File: config.mk
export PLATFORM = sky130hd
export DESIGN_NAME = scan_sequencer
export DESIGN_NICKNAME = d
export VERILOG_FILES = /design/src/rtl/scanseq_pkg.sv /design/src/rtl/scanseq_regfile.sv /design/src/rtl/scanseq_chan_map.sv /design/src/rtl/scanseq_fsm.sv /design/src/rtl/scan_sequencer.sv
export SDC_FILE = /design/constraint.sdc
export NUM_CORES = 1
export LEC_CHECK = 0
export BUFFER_PORTS_ARGS = -buffer_cell sky130_fd_sc_hd__buf_4
export CELL_PAD_IN_SITES_DETAIL_PLACEMENT = 1
export CELL_PAD_IN_SITES_GLOBAL_PLACEMENT = 1
export CORE_ASPECT_RATIO = 0.75
export CORE_MARGIN = 1
export CORE_UTILIZATION = 41
export CTS_CLUSTER_SIZE = 12
export DETAILED_ROUTE_END_ITERATION = 6
export GPL_TIMING_DRIVEN = 0
export PLACE_DENSITY = 0.91
export SLEW_MARGIN = 20
export SYNTH_ARGS = -nofsm -noshare
export SYNTH_HDL_FRONTEND = slang
export SYNTH_SLANG_ARGS = --single-unit
export TNS_END_PERCENT = 20
File: constraint.sdc
create_clock -name clk -period 4.1 [get_ports clk]
set_input_delay 0.82 -clock clk [delete_from_list [all_inputs] [get_ports clk]]
set_output_delay 0.82 -clock clk [all_outputs]
set_load 0.01 [all_outputs]
File: src/rtl/scanseq_pkg.sv
package scanseq_pkg;

    localparam int CFG_ADDR_W = 3;
    localparam int CFG_DATA_W = 8;
    localparam int CHAN_W     = 3;
    localparam int NUM_IDS    = 1 << CHAN_W;

    localparam logic [CFG_ADDR_W-1:0] A_MODE  = 3'd0;
    localparam logic [CFG_ADDR_W-1:0] A_CHSEL = 3'd1;
    localparam logic [CFG_ADDR_W-1:0] A_GAIN  = 3'd2;
    localparam logic [CFG_ADDR_W-1:0] A_OFFS  = 3'd3;
    localparam logic [CFG_ADDR_W-1:0] A_RANGE = 3'd4;

    typedef enum logic [1:0] {
        ST_IDLE,
        ST_SWITCH,
        ST_SETTLE,
        ST_EMIT
    } seq_state_e;

    typedef struct packed {
        logic              scan;
        logic              pseudo;
        logic [CHAN_W-1:0] sel;
        logic [2:0]        gain;
        logic [3:0]        offs;
        logic              unipolar;
    } seq_cfg_t;

endpackage

File: src/rtl/scanseq_regfile.sv
module scanseq_regfile
    import scanseq_pkg::*;
(
    input  logic                  clk,
    input  logic                  rst_n,
    input  logic                  wr_en,
    input  logic [CFG_ADDR_W-1:0] wr_addr,
    input  logic [CFG_DATA_W-1:0] wr_data,
    output seq_cfg_t              cfg,
    output logic                  cfg_wr
);

    logic wdata_unused;
    assign wdata_unused = ^wr_data[CFG_DATA_W-1:4];

    // Only the five mapped addresses count as configuration writes.
    assign cfg_wr = wr_en && (wr_addr <= A_RANGE);

    always_ff @(posedge clk or negedge rst_n) begin
        if (!rst_n) begin
            cfg <= '0;
        end else if (cfg_wr) begin
            unique case (wr_addr)
                A_MODE: begin
                    cfg.scan   <= wr_data[0];
                    cfg.pseudo <= wr_data[1];
                end
                A_CHSEL: cfg.sel      <= wr_data[CHAN_W-1:0];
                A_GAIN:  cfg.gain     <= wr_data[2:0];
                A_OFFS:  cfg.offs     <= wr_data[3:0];
                A_RANGE: cfg.unipolar <= wr_data[0];
                default: ;
            endcase
        end
    end

endmodule

File: src/rtl/scanseq_chan_map.sv
module scanseq_chan_map
    import scanseq_pkg::*;
#(
    parameter int DIFF_CH     = 3,
    parameter int PSEUDO_CH   = 5,
    parameter int CAL_OFF_ID  = 6,
    parameter int CAL_GAIN_ID = 7
) (
    input  logic              pseudo,
    input  logic [CHAN_W-1:0] cur_chan,
    input  logic [CHAN_W-1:0] sel,
    output logic [CHAN_W-1:0] next_chan,
    output logic [CHAN_W-1:0] sel_chan
);

    localparam logic [CHAN_W:0]   N_DIFF = (CHAN_W+1)'(DIFF_CH);
    localparam logic [CHAN_W:0]   N_PSD  = (CHAN_W+1)'(PSEUDO_CH);
    localparam logic [CHAN_W-1:0] ID_OFF = CHAN_W'(CAL_OFF_ID);
    localparam logic [CHAN_W-1:0] ID_GN  = CHAN_W'(CAL_GAIN_ID);

    logic [CHAN_W:0]    n_inputs;
    logic [NUM_IDS-1:0] legal;

    assign n_inputs = pseudo ? N_PSD : N_DIFF;

    // One legality bit per identifier: a physical input of the current
    // topology, or one of the two calibration channels.
    for (genvar i = 0; i < NUM_IDS; i++) begin : g_legal
        assign legal[i] = ((CHAN_W+1)'(i) < n_inputs) ||
                          (i == CAL_OFF_ID) || (i == CAL_GAIN_ID);
    end

    assign sel_chan = legal[sel] ? sel : '0;

    always_comb begin
        if (cur_chan == ID_GN) begin
            next_chan = '0;
        end else if (cur_chan == ID_OFF) begin
            next_chan = ID_GN;
        end else if (({1'b0, cur_chan} + 1'b1) < n_inputs) begin
            next_chan = cur_chan + 1'b1;
        end else begin
            next_chan = ID_OFF;
        end
    end

endmodule

File: src/rtl/scanseq_fsm.sv
module scanseq_fsm
    import scanseq_pkg::*;
#(
    parameter int DATA_W = 24
) (
    input  logic              clk,
    input  logic              rst_n,
    input  logic              cfg_wr,
    input  logic              scan,
    input  logic              conv_req,
    input  logic              flt_valid,
    input  logic              flt_settled,
    input  logic [DATA_W-1:0] flt_data,
    input  logic [CHAN_W-1:0] next_chan,
    input  logic [CHAN_W-1:0] sel_chan,
    output logic [CHAN_W-1:0] cur_chan,
    output logic              flt_restart,
    output logic              busy,
    output logic              res_valid,
    output logic [DATA_W-1:0] res_data,
    output logic [CHAN_W-1:0] res_chan
);

    seq_state_e        state, state_nx;
    logic              settled_hit;
    logic [DATA_W-1:0] data_q;
    logic [CHAN_W-1:0] tag_q;

    assign settled_hit = flt_valid && flt_settled;

    // State register
    always_ff @(posedge clk or negedge rst_n) begin
        if (!rst_n) state <= ST_IDLE;
        else        state <= state_nx;
    end

    // Transitions: a configuration write overrides every state.
    always_comb begin
        state_nx = state;
        if (cfg_wr) begin
            state_nx = ST_IDLE;
        end else begin
            unique case (state)
                ST_IDLE:   if (scan || conv_req) state_nx = ST_SWITCH;
                ST_SWITCH: state_nx = ST_SETTLE;
                ST_SETTLE: if (settled_hit) state_nx = ST_EMIT;
                ST_EMIT:   state_nx = scan ? ST_SWITCH : ST_IDLE;
            endcase
        end
    end

    // Channel cursor and captured result
    always_ff @(posedge clk or negedge rst_n) begin
        if (!rst_n) begin
            cur_chan <= '0;
            data_q   <= '0;
            tag_q    <= '0;
        end else if (cfg_wr) begin
            cur_chan <= '0;
        end else begin
            unique case (state)
                ST_IDLE: begin
                    if (scan)          cur_chan <= '0;
                    else if (conv_req) cur_chan <= sel_chan;
                end
                ST_SETTLE: begin
                    if (settled_hit) begin
                        data_q <= flt_data;
                        tag_q  <= cur_chan;
                    end
                end
                ST_EMIT: if (scan) cur_chan <= next_chan;
                default: ;
            endcase
        end
    end

    // Outputs
    always_comb begin
        flt_restart = 1'b0;
        res_valid   = 1'b0;
        busy        = 1'b1;
        unique case (state)
            ST_IDLE:   busy        = 1'b0;
            ST_SWITCH: flt_restart = 1'b1;
            ST_SETTLE: ;
            ST_EMIT:   res_valid   = 1'b1;
        endcase
        res_data = data_q;
        res_chan = tag_q;
    end

endmodule

File: src/rtl/scan_sequencer.sv
module scan_sequencer
    import scanseq_pkg::*;
#(
    parameter int DATA_W      = 24,
    parameter int DIFF_CH     = 3,
    parameter int PSEUDO_CH   = 5,
    parameter int CAL_OFF_ID  = 6,
    parameter int CAL_GAIN_ID = 7
) (
    input  logic              clk,
    input  logic              rst_n,
    input  logic              wr_en,
    input  logic [2:0]        wr_addr,
    input  logic [7:0]        wr_data,
    input  logic              conv_req,
    input  logic              flt_valid,
    input  logic              flt_settled,
    input  logic [DATA_W-1:0] flt_data,
    output logic              flt_restart,
    output logic [2:0]        fe_chan,
    output logic              fe_pseudo,
    output logic [2:0]        fe_gain,
    output logic [3:0]        fe_offset,
    output logic              fe_unipolar,
    output logic              busy,
    output logic              res_valid,
    output logic [DATA_W-1:0] res_data,
    output logic [2:0]        res_chan
);

    seq_cfg_t          cfg;
    logic              cfg_wr;
    logic [CHAN_W-1:0] cur_chan;
    logic [CHAN_W-1:0] next_chan;
    logic [CHAN_W-1:0] sel_chan;

    scanseq_regfile u_regs (
        .clk     (clk),
        .rst_n   (rst_n),
        .wr_en   (wr_en),
        .wr_addr (wr_addr),
        .wr_data (wr_data),
        .cfg     (cfg),
        .cfg_wr  (cfg_wr)
    );

    scanseq_chan_map #(
        .DIFF_CH     (DIFF_CH),
        .PSEUDO_CH   (PSEUDO_CH),
        .CAL_OFF_ID  (CAL_OFF_ID),
        .CAL_GAIN_ID (CAL_GAIN_ID)
    ) u_map (
        .pseudo    (cfg.pseudo),
        .cur_chan  (cur_chan),
        .sel       (cfg.sel),
        .next_chan (next_chan),
        .sel_chan  (sel_chan)
    );

    scanseq_fsm #(.DATA_W(DATA_W)) u_fsm (
        .clk         (clk),
        .rst_n       (rst_n),
        .cfg_wr      (cfg_wr),
        .scan        (cfg.scan),
        .conv_req    (conv_req),
        .flt_valid   (flt_valid),
        .flt_settled (flt_settled),
        .flt_data    (flt_data),
        .next_chan   (next_chan),
        .sel_chan    (sel_chan),
        .cur_chan    (cur_chan),
        .flt_restart (flt_restart),
        .busy        (busy),
        .res_valid   (res_valid),
        .res_data    (res_data),
        .res_chan    (res_chan)
    );

    assign fe_chan     = cur_chan;
    assign fe_pseudo   = cfg.pseudo;
    assign fe_gain     = cfg.gain;
    assign fe_offset   = cfg.offs;
    assign fe_unipolar = cfg.unipolar;

endmodule

Yosys cells after proc, flatten, opt, wreduce, memory -nomap -nowiden
Cells that the tools add are included.
- magnitude comparators: 9
- mux-type cells: 20
- div/mod/pow operators: 0
- bitwise gates (word level): 1
- multipliers: 0
- equal/unequal tests: 13
- reductions and logical operators: 14
- add/sub/neg operators: 2
- shift operators: 0
- operators by type and width (kind ; number):
    $mux 3 ; 9
    $reduce_and 2->1 ; 6
    $eq 3x3->1 const B ; 3
    $lt 1x4->1 const A ; 2
    $lt 2x4->1 const A ; 2
    $lt 3x4->1 const A ; 2
    $pmux 2 s4 ; 1
    $eq 3x2->1 const B ; 2
    $mux 2 ; 3
    $ne 3x2->1 const B ; 2
    $pmux 3 s2 ; 1
    $reduce_and 3->1 ; 2
    $mux 1 ; 5
    $add 3x1->4 const B ; 1
    $eq 2x2->1 const B ; 2
    $lt 3x4->1 const B ; 1
    $lt 4x4->1 ; 1
    $ne 4x4->1 const B ; 1
    $add 3x1->3 const B ; 1
    $bmux 1 s3 ; 1
    $eq 3x1->1 const B ; 1
    $le 3x3->1 const B ; 1
    $logic_not 3->1 ; 1
    $ne 3x3->1 const B ; 1
    other kinds (6) ; 7
- flip-flop bits (word level): 45
- logic and storage cells: 69
- input port bits: 41
- bits in writable memories: 0
- bits in read-only memories: 0
- output and inout port bits: 42
- memories: 0
- latch bits: 0

Depth between registers and ports, before layout
- depth after elaboration: 9
- gate-level depth with buffers: 7
- depth with buffers taken out: 7

Modules after synthesis
Synthesis repeated with hierarchy kept, for this count alone.
- cell total of the unflattened synthesis: 156
- area total of the unflattened synthesis: 2174.6 µm²
- modules (own cells, without submodules) (module ; cells an instance ; sequential area each (µm²) ; area each (µm²) ; times used):
    scanseq_fsm ; 98 ; 800.8 ; 1476.4 ; 1
    scanseq_regfile ; 33 ; 325.3 ; 544.3 ; 1
    scanseq_chan_map ; 25 ; 0.0 ; 153.9 ; 1

Worst setup path after synthesis
No wires, ideal clock.
- path kind: input -> register
- start: input wr_addr[0]
- end: register u_fsm.tag_q[0], in the netlist u_fsm.res_chan[0]
- setup slack: 2.163 ns
- data arrival time: 1.812 ns
- stages on the path: 6
- library setup time: 0.125 ns
- buffers on the path: 2
- required time: 3.975 ns
- cells stage by stage: o21ai_2 > and2_4 > nor3b_2 > buf_6 > buf_12 > mux2_4
- word-level cells in the longest chain between the ends: 4
- RTL lines (what ; line ; text):
    from (decl) ; scan_sequencer.sv:13 ; input logic [2:0] wr_addr,
    $le 3x3->1 ; scanseq_regfile.sv:17 ; assign cfg_wr = wr_en && (wr_addr <= A_RANGE);
    $logic_and 1x1->1 ; scanseq_regfile.sv:17 ;
    $not 1->1 (no source line) ; - ;
    $reduce_and 3->1 (no source line) ; - ;
    to (signal assigned) ; scanseq_fsm.sv:69 ; tag_q <= cur_chan;
    to (decl) ; scanseq_fsm.sv:27 ; logic [CHAN_W-1:0] tag_q;
Every way passes these cells.
A chain may end at the register's enable or synchronous reset.

Final worst setup path
- start: register u_fsm.cur_chan[0]
- end: register u_fsm.cur_chan[0]
- word-level cells in the longest chain between the ends: 8
- elaborated cells between the ends (all ways): 11
- those cells by class: add/sub (2); order compare (1); eq/ne (2); mux (6)
- RTL lines (what ; line ; text):
    from (decl) ; scanseq_fsm.sv:16 ; output logic [CHAN_W-1:0] cur_chan,
    from (signal assigned) ; scanseq_fsm.sv:64 ; else if (conv_req) cur_chan <= sel_chan;
    from (signal assigned) ; scanseq_fsm.sv:72 ; ST_EMIT: if (scan) cur_chan <= next_chan;
    $add 3x1->4 ; scanseq_chan_map.sv:40 ; end else if (({1'b0, cur_chan} + 1'b1) < n_inputs) begin
    $lt 4x4->1 ; scanseq_chan_map.sv:40 ;
    $mux 3 ; scanseq_chan_map.sv:40 ;
    $mux 3 ; scanseq_chan_map.sv:38 ; end else if (cur_chan == ID_OFF) begin
    $mux 3 * ; scanseq_chan_map.sv:36 ; if (cur_chan == ID_GN) begin
    $mux 3 * ; scanseq_fsm.sv:72 ;
    $pmux 3 s2 * ; scanseq_fsm.sv:61 ; unique case (state)
    $mux 3 * ; scanseq_fsm.sv:58 ; end else if (cfg_wr) begin
Every way passes the cells marked *; elsewhere a longest branch is shown, timed or not. The select of a mux whose other input is x is not followed.

==> qor.yml <==
status: "finished clean"
synth_edf_count: 0
synth_seq_cells: 45
ir_drop_v: 0.000308
cap_violations: 0
synth.yosys.seq_area_share: 0.508
ys_top_cells_by_count: "dfrtp_1, mux2_4, mux2_2"
synth_largest_area_cell: "dfrtp_1"
whs_ns: 0.510
powerDensity_nw_per_um2: 656
max_slew_margin: 0.618
rsz0062_at_grt: "no"
ys.flop_type: "dfrtp_1"
tightest_slew_ns: 0.573
arrival_ns: 2.32
synth_fp_nets: 213
cts_tree: "yes"
synthTopCellsByArea: "dfrtp_1, mux2_4, mux2_2"
post_drt_wl_per_cell_um: 16.1
max_stage_delay_ns: 0.47
crit_fanout: 7
drv_slew: 0
worst_path_dominant_cell_family: "adder cells"
num_rows: 22
final.period_utilization: 0.509
synth_top_area_share: 0.508
cts_resized: 0
crit_top_cell: "ha_1"
grt_pass1_vias: 1751
yosysMostFrequentCell: "dfrtp_1"
clkTransAtPathRegs_ns: 0.08
clk_latency_ns: 0.29
grt_antenna_before_repair: 0
worst_setup_path_end_kind: "register"
async_flop_share: 1.00
gr-usage-met2: 0.337
grt_usage: 0.200
vias: 1574
totalWireLength_um: 5180
n_antenna_cell: 0
crit_chain: "ha_1 > ha_1 > ha_1 > o21ai_0 > a21oi_1 > a2111oi_0 > a21o_1"
fmax_mhz: 479
drt_iter0_markers: 38
ys_types: 33
fin_tns_setup_ns: 0
p_leak_nw: 1.48
yosys_warnings: 0
cts.sinks: 45
cp-start-kind: "register"
syn_avg_cell_area_um2: 13.6
grt_start_max_net_pins: 46
synthCells: 163
path_buf_inv: 0
firstDrtPassIters: 4
finalNetCount: 298
grt_overflow_total: 0
initial_core_util: 0.440
cts.hold.buffers_added: 0
clk_path_buf_depth: 2
crit_slowest_cell: "dfrtp_1"
vias_per_cell: 4.90
dp_hpwl_um: 3940
path_class: "reg -> reg"
port_buffers: 78
dieArea_um2: 5710
grt_pass1_wl_um: 8610
die_w_um: 86.9
rr_worst_depth: 7
cp_num_cells: 7
use_met1: 0.259
syn-cell-area_um2: 2220
required_ns: 4.33
min_period_ns: 2.09
drtAntennaViolNets: 0
finalWeightedCongestion: 0.784
hold_viol: 0
fin_skew_ns: 0.00394
busiest_layer: "met2"
cts_made_buffers: 5
hold_class: "in -> async"
htree_levels: 2
pin_count: 83
syn_to_final_growth_pct: 35.7
ff2ff_setup_slack_ns: 2.01
core_region_area_um2: 5040
grt_util_met3: 0.0553
die_y_um: 65.7
drc_errors: 0
finalSetupViolCount: 0
clock-root-buffer: "clkbuf_8"
drive_gt1_frac: 0.558
cts_setup_buffers: 0
==> cell families after synthesis <==
family	after synthesis	synth area share
AO/OA/AOI/OAI	21	0.0694
adder cells (fa/ha/maj)	9	0.0508
buffers and inverters	16	0.0570
flip-flops	45	0.508
multiplexers	41	0.241
AND/OR/NAND/NOR	31	0.0739
==> flip-flops by register name (all words and copies together), names as in the netlist <==
register	count
u_fsm.cur_chan	3
u_fsm.res_chan	3
u_fsm.res_data	24
u_fsm.state	2
u_regs.cfg	13
==> per-stage QoR <==
step	cell area, um^2	power, mW	instances	util	worst slack (ns)
2_1_floorplan	2220	1.23	163	-	2.16
3_3_place_gp	2890	1.60	313	0.574	1.91
3_5_place_dp	2890	1.64	313	0.574	1.90
4_1_cts	3010	2.00	321	0.597	2.01
5_1_grt	3010	2.11	321	0.597	1.81
6_report	3010	1.97	321	0.597	2.01
==> final timing paths <==
path / to / from
max in group asynchronous: u_fsm.res_data[4] / rst_n
setup reg to reg: u_fsm.cur_chan[0] / u_fsm.cur_chan[0]
hold reg to reg: u_fsm.res_chan[2] / u_fsm.res_chan[2]
setup / recovery: u_fsm.cur_chan[0] / u_fsm.cur_chan[0]
min in group clk: u_fsm.res_chan[2] / u_fsm.res_chan[2]
hold / removal: u_regs.cfg[5] / rst_n
==> power by group <==
group / switching [mW] / total, mW / internal, mW
combinational: 0.355 / 0.874 / 0.520
clock: 0.147 / 0.346 / 0.199
sequential: 0.138 / 0.755 / 0.617
==> layer usage <==
metal / share of wire / up-vias / wire length [um]
met5: 0 / - / 0
met4: 0.0068 / 0 / 35
met3: 0.061 / 5 / 315
met2: 0.48 / 58 / 2490
met1: 0.45 / 773 / 2340
li1: - / 738 / -
==> final cells by class <==
class                      instances  area, um^2
multi-input combinational        102         965
buffer                            10         104
sequential                        45        1130
tap                               72        90.1
fill                             530        2030
timing repair buffer              78         586
clock inverter                     1        30.0
clock buffer                       7        86.3
inverter                           6        22.5
==> cell usage in the layout (no fill, tap or decap), drive strengths merged <==
master,n
nor2,8
a21o,2
nand3b,1
o21ai,5
a32o,2
a2111oi,2
nand3,2
o21a,1
bufinv,1
inv,6
nand2,9
a21oi,5
clkbuf,7
nor3b,3
and2,2
mux2,39
a21bo,1
mux2i,2
and4b,1
buf,88
o311ai,1
nand2b,2
a211oi,1
ha,9
o211ai,1
nor2b,2
nor3,1
dfrtp,45
Note: power is estimated with default switching activity, not from simulation.
